File: src/rtl/vls_pkg.sv
package vls_pkg;
  typedef enum logic [0:0] {
    ST_IDLE   = 1'b0,
    ST_SETTLE = 1'b1
  } vls_state_t;
endpackage

File: src/rtl/vls_level_encoder.sv
module vls_level_encoder #(
  parameter int LVL_W   = 3,
  parameter int CLAMP_LO = 3,
  parameter int CLAMP_HI = 6
) (
  input  logic [LVL_W-1:0] level_i,
  output logic [LVL_W-1:0] code_o
);
  always_comb begin
    if ((int'(level_i) >= CLAMP_LO) && (int'(level_i) <= CLAMP_HI))
      code_o = LVL_W'(CLAMP_LO);
    else
      code_o = level_i;
  end
endmodule

File: src/rtl/vls_settle_timer.sv
module vls_settle_timer #(
  parameter int CNT_W = 16
) (
  input  logic             clk,
  input  logic             rst,
  input  logic             load_i,
  input  logic [CNT_W-1:0] load_val_i,
  input  logic             run_i,
  output logic             expired_o
);
  logic [CNT_W-1:0] cnt_q;

  always_ff @(posedge clk) begin
    if (rst)
      cnt_q <= '0;
    else if (load_i)
      cnt_q <= load_val_i;
    else if (run_i && (cnt_q != '0))
      cnt_q <= cnt_q - 1'b1;
  end

  assign expired_o = (cnt_q == '0);

  // the wait shortens by one each running cycle
  a_r4_count_down: assert property (@(posedge clk) disable iff (rst)
    (run_i && !load_i && !expired_o) |=> (cnt_q == $past(cnt_q) - 1'b1));
endmodule

File: src/rtl/vdd_level_sequencer.sv
module vdd_level_sequencer
  import vls_pkg::*;
#(
  parameter int CNT_W    = 16,
  parameter int LVL_W    = 3,
  parameter int WORD_W   = 8,
  parameter int FLAG_BIT = 7,
  parameter int LVL_LSB  = 3
) (
  input  logic              clk,
  input  logic              rst,
  input  logic              req_valid,
  input  logic [LVL_W-1:0]  req_level,
  input  logic [CNT_W-1:0]  settle_cycles,
  input  logic [LVL_W-1:0]  status_level,
  output logic              reg_wr_en,
  output logic [WORD_W-1:0] reg_wr_data,
  output logic              busy,
  output logic              done,
  output logic              err
);
  localparam int LVL_MSB = LVL_LSB + LVL_W - 1;

  vls_state_t       state_q;
  logic [LVL_W-1:0] enc_code;
  logic [LVL_W-1:0] code_q;
  logic [WORD_W-1:0] word_n;
  logic             accept;
  logic             expired;

  vls_level_encoder #(.LVL_W(LVL_W)) u_enc (
    .level_i (req_level),
    .code_o  (enc_code)
  );

  vls_settle_timer #(.CNT_W(CNT_W)) u_timer (
    .clk        (clk),
    .rst        (rst),
    .load_i     (accept),
    .load_val_i (settle_cycles),
    .run_i      (state_q == ST_SETTLE),
    .expired_o  (expired)
  );

  assign accept = req_valid && (state_q == ST_IDLE);
  assign busy   = (state_q != ST_IDLE);

  always_comb begin
    word_n = '0;
    word_n[FLAG_BIT] = 1'b1;
    word_n[LVL_LSB +: LVL_W] = enc_code;
  end

  always_ff @(posedge clk) begin
    if (rst) begin
      state_q     <= ST_IDLE;
      code_q      <= '0;
      reg_wr_en   <= 1'b0;
      reg_wr_data <= '0;
      done        <= 1'b0;
      err         <= 1'b0;
    end else begin
      reg_wr_en <= 1'b0;
      done      <= 1'b0;
      err       <= 1'b0;
      case (state_q)
        ST_IDLE: begin
          if (accept) begin
            code_q      <= enc_code;
            reg_wr_en   <= 1'b1;
            reg_wr_data <= word_n;
            state_q     <= ST_SETTLE;
          end
        end
        ST_SETTLE: begin
          if (expired) begin
            done    <= 1'b1;
            err     <= (status_level != code_q);
            state_q <= ST_IDLE;
          end
        end
        default: state_q <= ST_IDLE;
      endcase
    end
  end

  // request word shape whenever the register is written
  a_r2_word_form: assert property (@(posedge clk) disable iff (rst)
    reg_wr_en |-> (reg_wr_data[FLAG_BIT] && (reg_wr_data[LVL_LSB-1:0] == '0)
                   && (reg_wr_data[WORD_W-1:LVL_MSB+1] & ~(WORD_W-LVL_MSB-1)'(1 << (FLAG_BIT-LVL_MSB-1))) == '0));
  // write strobe lasts one cycle
  a_r2_wr_single: assert property (@(posedge clk) disable iff (rst)
    reg_wr_en |=> !reg_wr_en);
  // done is a one-cycle pulse
  a_r7_done_pulse: assert property (@(posedge clk) disable iff (rst)
    done |=> !done);
  // error only alongside done
  a_r6_err_with_done: assert property (@(posedge clk) disable iff (rst)
    err |-> done);
  // an accepted request makes the block busy and writes next cycle
  a_r8_accept_busy: assert property (@(posedge clk) disable iff (rst)
    (req_valid && !busy) |=> (busy && reg_wr_en));
  // no write while already busy
  a_r8_no_write_busy: assert property (@(posedge clk) disable iff (rst)
    (busy && $past(busy)) |-> !reg_wr_en);
endmodule

File: config.mk
export PLATFORM = sky130hd
export DESIGN_NAME = vdd_level_sequencer
export DESIGN_NICKNAME = d
export VERILOG_FILES = /design/src/rtl/vls_pkg.sv /design/src/rtl/vls_level_encoder.sv /design/src/rtl/vls_settle_timer.sv /design/src/rtl/vdd_level_sequencer.sv
export SDC_FILE = /design/constraint.sdc
export NUM_CORES = 1
export LEC_CHECK = 0
export ABC_AREA = 0
export BUFFER_PORTS_ARGS = -buffer_cell sky130_fd_sc_hd__buf_2
export CAP_MARGIN = 20
export CORE_UTILIZATION = 52
export DETAILED_ROUTE_END_ITERATION = 7
export HOLD_SLACK_MARGIN = 0.05
export PLACE_DENSITY = 0.79
export REMOVE_ABC_BUFFERS = 1
export SETUP_SLACK_MARGIN = 0.05
export SYNTH_ARGS = -nofsm -noshare
export SYNTH_HDL_FRONTEND = slang
export SYNTH_SLANG_ARGS = --single-unit
File: constraint.sdc
create_clock -name clk -period 2.9 [get_ports clk]
set_input_delay 0.145 -clock clk [delete_from_list [all_inputs] [get_ports clk]]
set_output_delay 0.145 -clock clk [all_outputs]
set_load 0.01 [all_outputs]
After elaboration in Yosys (flattened, before gate mapping)
Index checks and enable logic that the tools add are counted.
Cells by class
  add/sub/neg operators: 1
  multipliers: 0
  divide/modulo/power cells: 0
  $lt $le $gt $ge: 2
  eq/ne operators: 1
  shift-type cells: 0
  multiplexer cells: 7
  bitwise operators: 2
  reduce and logical (&&, ||, !) cells: 10
Operators with widths (count)
  $mux 16: 2
  $logic_not 16->1: 1
  $reduce_bool 16->1: 1
  $sub 16x1->16 const B: 1
  $reduce_or 2->1: 2
  $ge 3x2->1 const B: 1
  $le 3x3->1 const B: 1
  $logic_and 1x1->1: 3
  $mux 1: 3
  $mux 3: 1
  $ne 3x3->1: 1
  $reduce_or 3->1: 1
  $not 1->1: 2
  $pmux 1 s2: 1
  $reduce_and 2->1: 1
  $reduce_bool 2->1: 1
Storage, ports and cells
  bits in registers: 27
  bits in latches: 0
  RAM bits: 0
  ROM bits: 0
  input bits: 25
  output and inout port bits: 12
  logic and storage cells: 30
  memories kept: 0

Logic depth before layout (Yosys ltp)
  word-level depth: 4
  depth in mapped cells: 8

Modules after synthesis
A second synthesis with hierarchy kept.
Second synthesis, totals
  cell total of the unflattened synthesis: 148
  area, all modules: 1288.7 µm²
By module, submodules not included
  vls_settle_timer: instances 1, cells an instance 114, area an instance 944.7 µm²
  vdd_level_sequencer: instances 1, cells an instance 31, area an instance 324.1 µm²
  vls_level_encoder: instances 1, cells an instance 3, area an instance 20.0 µm²

Worst setup path after synthesis
No wires, ideal clock.
  path kind: register to register
  start: register u_timer.cnt_q[0]
  end: register u_timer.cnt_q[12]
  arrival time: 1.573 ns
  slack: 1.199 ns
  stages on the path, launching flop included: 9
  buffers on the path: 1
  period minus slack after synthesis: 1.701 ns
  path through: dfxtp_1 -> inv_1 -> ha_1 -> nor4b_4 -> nand4_2 -> o22a_2 -> buf_6 -> a32oi_1 -> nor2_1
Between the ends
  longest elaborated chain between the ends: 3
  elaborated cells between the ends (all ways): 6
  classes of those cells: add/sub (1); mux (2); reduce/logical (3)
RTL lines
  start: declaration: line vls_settle_timer.sv:11  | logic [CNT_W-1:0] cnt_q;
  start signal: assignment: line vls_settle_timer.sv:17  | cnt_q <= load_val_i;
  start signal: assignment: line vls_settle_timer.sv:19  | cnt_q <= cnt_q - 1'b1;
  $sub 16x1->16 / $reduce_bool 16->1 (equally long branches): line vls_settle_timer.sv:19, vls_settle_timer.sv:18
  $mux 16 / $logic_and 1x1->1 (equally long branches): line vls_settle_timer.sv:18  | else if (run_i && (cnt_q != '0))
  $mux 16 / $reduce_bool 2->1 (equally long branches)
Several ways; a longest one is shown, not always the timed one. The select of a mux whose other input is x is not followed.
A chain may end at the register's enable or synchronous reset.

Worst setup path in the final report
  start: register u_timer.cnt_q[0]
  end: register u_timer.cnt_q[7]
Same word-level chain as after synthesis.

==> results.md <==
* Status: finished clean
* Drt drc at 0
* Final Worst Setup Slack at 0.873 ns
* Library cells used by synthesis at between 40 and 50
* Share of layout cells above drive strength 1 at 0.262
* Nets at 229
* Dpl hpwl at 2300 um
* Final Max Slew Viols at 0
* Resize count post-CTS at 0
* Post-synthesis compound-gate area fraction at 0.251
* F_max at 493 MHz
* Setup violators final at 0
* WL/cell at 13.6 um
* Post-Synth Simple-Gate Area at 0.293
* DR iter-0 viols at 27
* Worst R2R Path Depth at 7
* Synth Register Bits at 24
* CTS max path bufs at 2
* Post-DRT Antenna Nets at 0
* Core Region at between 2000 and 2500 um2
* Area Overhead vs Synth at 13.8%
* Seq pwr share at 0.445
* Commonest non-fill, non-tap cells in the layout: buf_2, nand2_1, dfxtp_1
* CTS buffer count at 3
* Die outline width at 53.6 um
* Clock Tree Root: clkbuf_4
* TritonCTS clock tree: built
* Worst path required time at 3.10 ns
* Comb pwr share at 0.288
* Post-CTS setup buffers at 0
* Slew headroom at 0.630
* Port Buffer Count at 32
* Crit share post-route at 0.699
* Post-synth EDFFs at 0
* Initial antenna violation count at 0
* Crit path DAT at about 2.2 ns
* Crit path time final at 2.03 ns
* GRT Residual Overflow at 0
* Largest net degree at the start of global routing at 25
* Most used DFF post-synth: dfxtp_1
* Worst R2R Setup Slack at a little under 0.9 ns
* CTS Hold Bufs at 0
* Crit path kind: register to register
* Cell row count at 18
* TNS Setup at 0 ns
* Sw Ratio at 0.324
* Switch Pwr at 295 uW
* Syn Inst Count at 175
* Pwr Density at 579 nW/um2
* Worst-path maximum fanout at 12
* Commonest non-fill, non-tap cell in the layout: buf_2
* Max-Cap Viols at 0
* Crit-path slowest cell: o22ai_2
* Dpl ws at 0.926 ns
* DRT Pass-1 Iters at 4
* Hold Path Class: input pin to register
* Slowest cell delay on critical path at about 0.48 ns
* Ys Warns at 0
* Final WL at 3160 um
* Mux cell area share after synthesis at 0
* Die height at 53.6 um
* Final hold vios at 0
* Cell family with most CP delay: simple AND/OR/NAND/NOR gates
* Static leakage at between 0.0006 and 0.0007 uW
* Synthesized area at 1380 um2
* Sink Count at 24
* Worst-path cell chain: inv_1 > ha_1 > nor4b_4 > nand4_2 > o22ai_2 > or4_1 > a21oi_1
* RSZ-0062 raised after global routing: no
* Initial Utilization at 0.553
* Maximum vdd drop at 0.000389 V
* Crit path depth at 7
* Mean post-synth cell area at 7.90 um2
* Vias at around 1300
* Clock latency on the worst-skew pair at 0.31 ns
* Int Power at between 600 and 700 uW
* H-Tree Depth at 1
* Sequential share of the synthesized area at 0.348
* Number of antenna diodes at 0
* Hold depth at 3
* Buf+Inv Stages, Crit Path at 1
* Fill cells at 232
* Largest family of logic cells by synthesized area: simple AND/OR/NAND/NOR gates
* Die area at 2870 um2
* Setup Skew at around 0.0024 ns
* Power share of the clock group at 0.266
* Via/cell ratio at 5.81
* Adder-cell share of the synthesized area at 0.00905
* Number of global-route vias before repair at 1233
* Worst-Margin Slew at around 0.55 ns
* Tot GR Track Use at 0.245
* First-pass GRT wire length at between 5000 and 6000 um
* I/O pin cnt at 37
* Crit. End Element: register
* XOR/XNOR Fraction of Synth Area at 0.0190
* Routability cong. at 0.905
* Reg clk slew, reported paths at 0.14 ns
* Critical Path Source Type: register
* FFs w/ async S/R, synth at 0
-- cell usage after synthesis, types with 2 or more instances --
cell type / count / area (um2)
inv_1: 5 / 18.8
dfxtp_1: 24 / 480
nor3_1: 7 / 35.0
or3_1: 2 / 12.5
clkbuf_1: 5 / 18.8
xor2_1: 3 / 26.3
o211ai_1: 2 / 15.0
nor3_2: 3 / 30.0
nand3_1: 6 / 30.0
o31ai_1: 3 / 22.5
a21oi_1: 14 / 70.1
o21ai_1: 6 / 30.0
nor2_1: 14 / 52.6
o21ai_0: 6 / 30.0
o22ai_1: 2 / 12.5
buf_4: 6 / 45.0
nand4_1: 2 / 12.5
a211oi_2: 4 / 50.1
nand2_1: 28 / 105
a31oi_1: 3 / 18.8
nand2b_1: 3 / 18.8
-- registers in the layout (all words and copies together) (netlist names) --
register       flops
u_timer.cnt_q     16
code_q             2
reg_wr_en          1
busy               1
done               1
err                1
reg_wr_data        2
-- logic make-up (layout without fill, tap and decap cells) --
group                    Yosys count  in the layout
AND/OR/NAND/NOR                   76             76
AO/OA/AOI/OAI                     51             51
flip-flops                        24             24
buffers and inverters             19             43
XOR/XNOR                           3              3
adder cells (fa/ha/maj)            1              1
other                              1              4
-- worst register-to-register path, delay by kind of cell, from the launching register on --
kind	cells	cell delay (ns)
simple gates	3	0.70
compound gates	2	0.54
flops	1	0.36
fa+ha+maj	1	0.23
buf+inv	1	0.09
-- final timing paths --
kind,from,to
max,u_timer.cnt_q[0],u_timer.cnt_q[7]
min reg2reg,reg_wr_data[7],reg_wr_data[7]
min,settle_cycles[0],u_timer.cnt_q[0]
max reg2reg,u_timer.cnt_q[0],u_timer.cnt_q[7]
-- layer usage --
layer,share of wire,GRT usage,vias to the layer above,wire length [um]
met4,0.0038,0.0658,0,12
li1,-,-,676,-
met3,0.034,0.0424,2,106
met5,0,0,-,0
met1,0.46,0.295,636,1440
met2,0.51,0.444,33,1600
-- power groups by stage --
stage | sequential [uW] | combinational, uW | clock, uW
detailed placement | 413 | 261 | 0
global placement | 410 | 251 | 0
finish | 406 | 263 | 243
CTS | 404 | 264 | 246
global route | 411 | 293 | 262
floorplan | 406 | 189 | 0
-- through the flow --
step / instances / power [uW] / area (um2) / util / hold slack [ns]
6_report: 232 / 911 / 1570 / 0.629 / 0.0798
5_1_grt: 232 / 966 / 1570 / 0.629 / 0.0795
4_1_cts: 232 / 914 / 1570 / 0.629 / 0.0759
3_5_place_dp: 228 / 674 / 1520 / 0.608 / 0.422
3_3_place_gp: 228 / 661 / 1520 / 0.608 / 0.402
2_1_floorplan: 164 / 595 / 1310 / - / 0.210
-- cell type report --
type | count | area (um2) | area share
multi-input combinational | 135 | 808 | 0.514
sequential | 24 | 480 | 0.305
timing repair buffer | 34 | 175 | 0.111
tap | 30 | 37.5 | 0.0239
clock inverter | 1 | 30.0 | 0.0191
clock buffer | 3 | 22.5 | 0.0143
inverter | 5 | 18.8 | 0.0119
No activity file was read; power rests on OpenSTA's default activity.
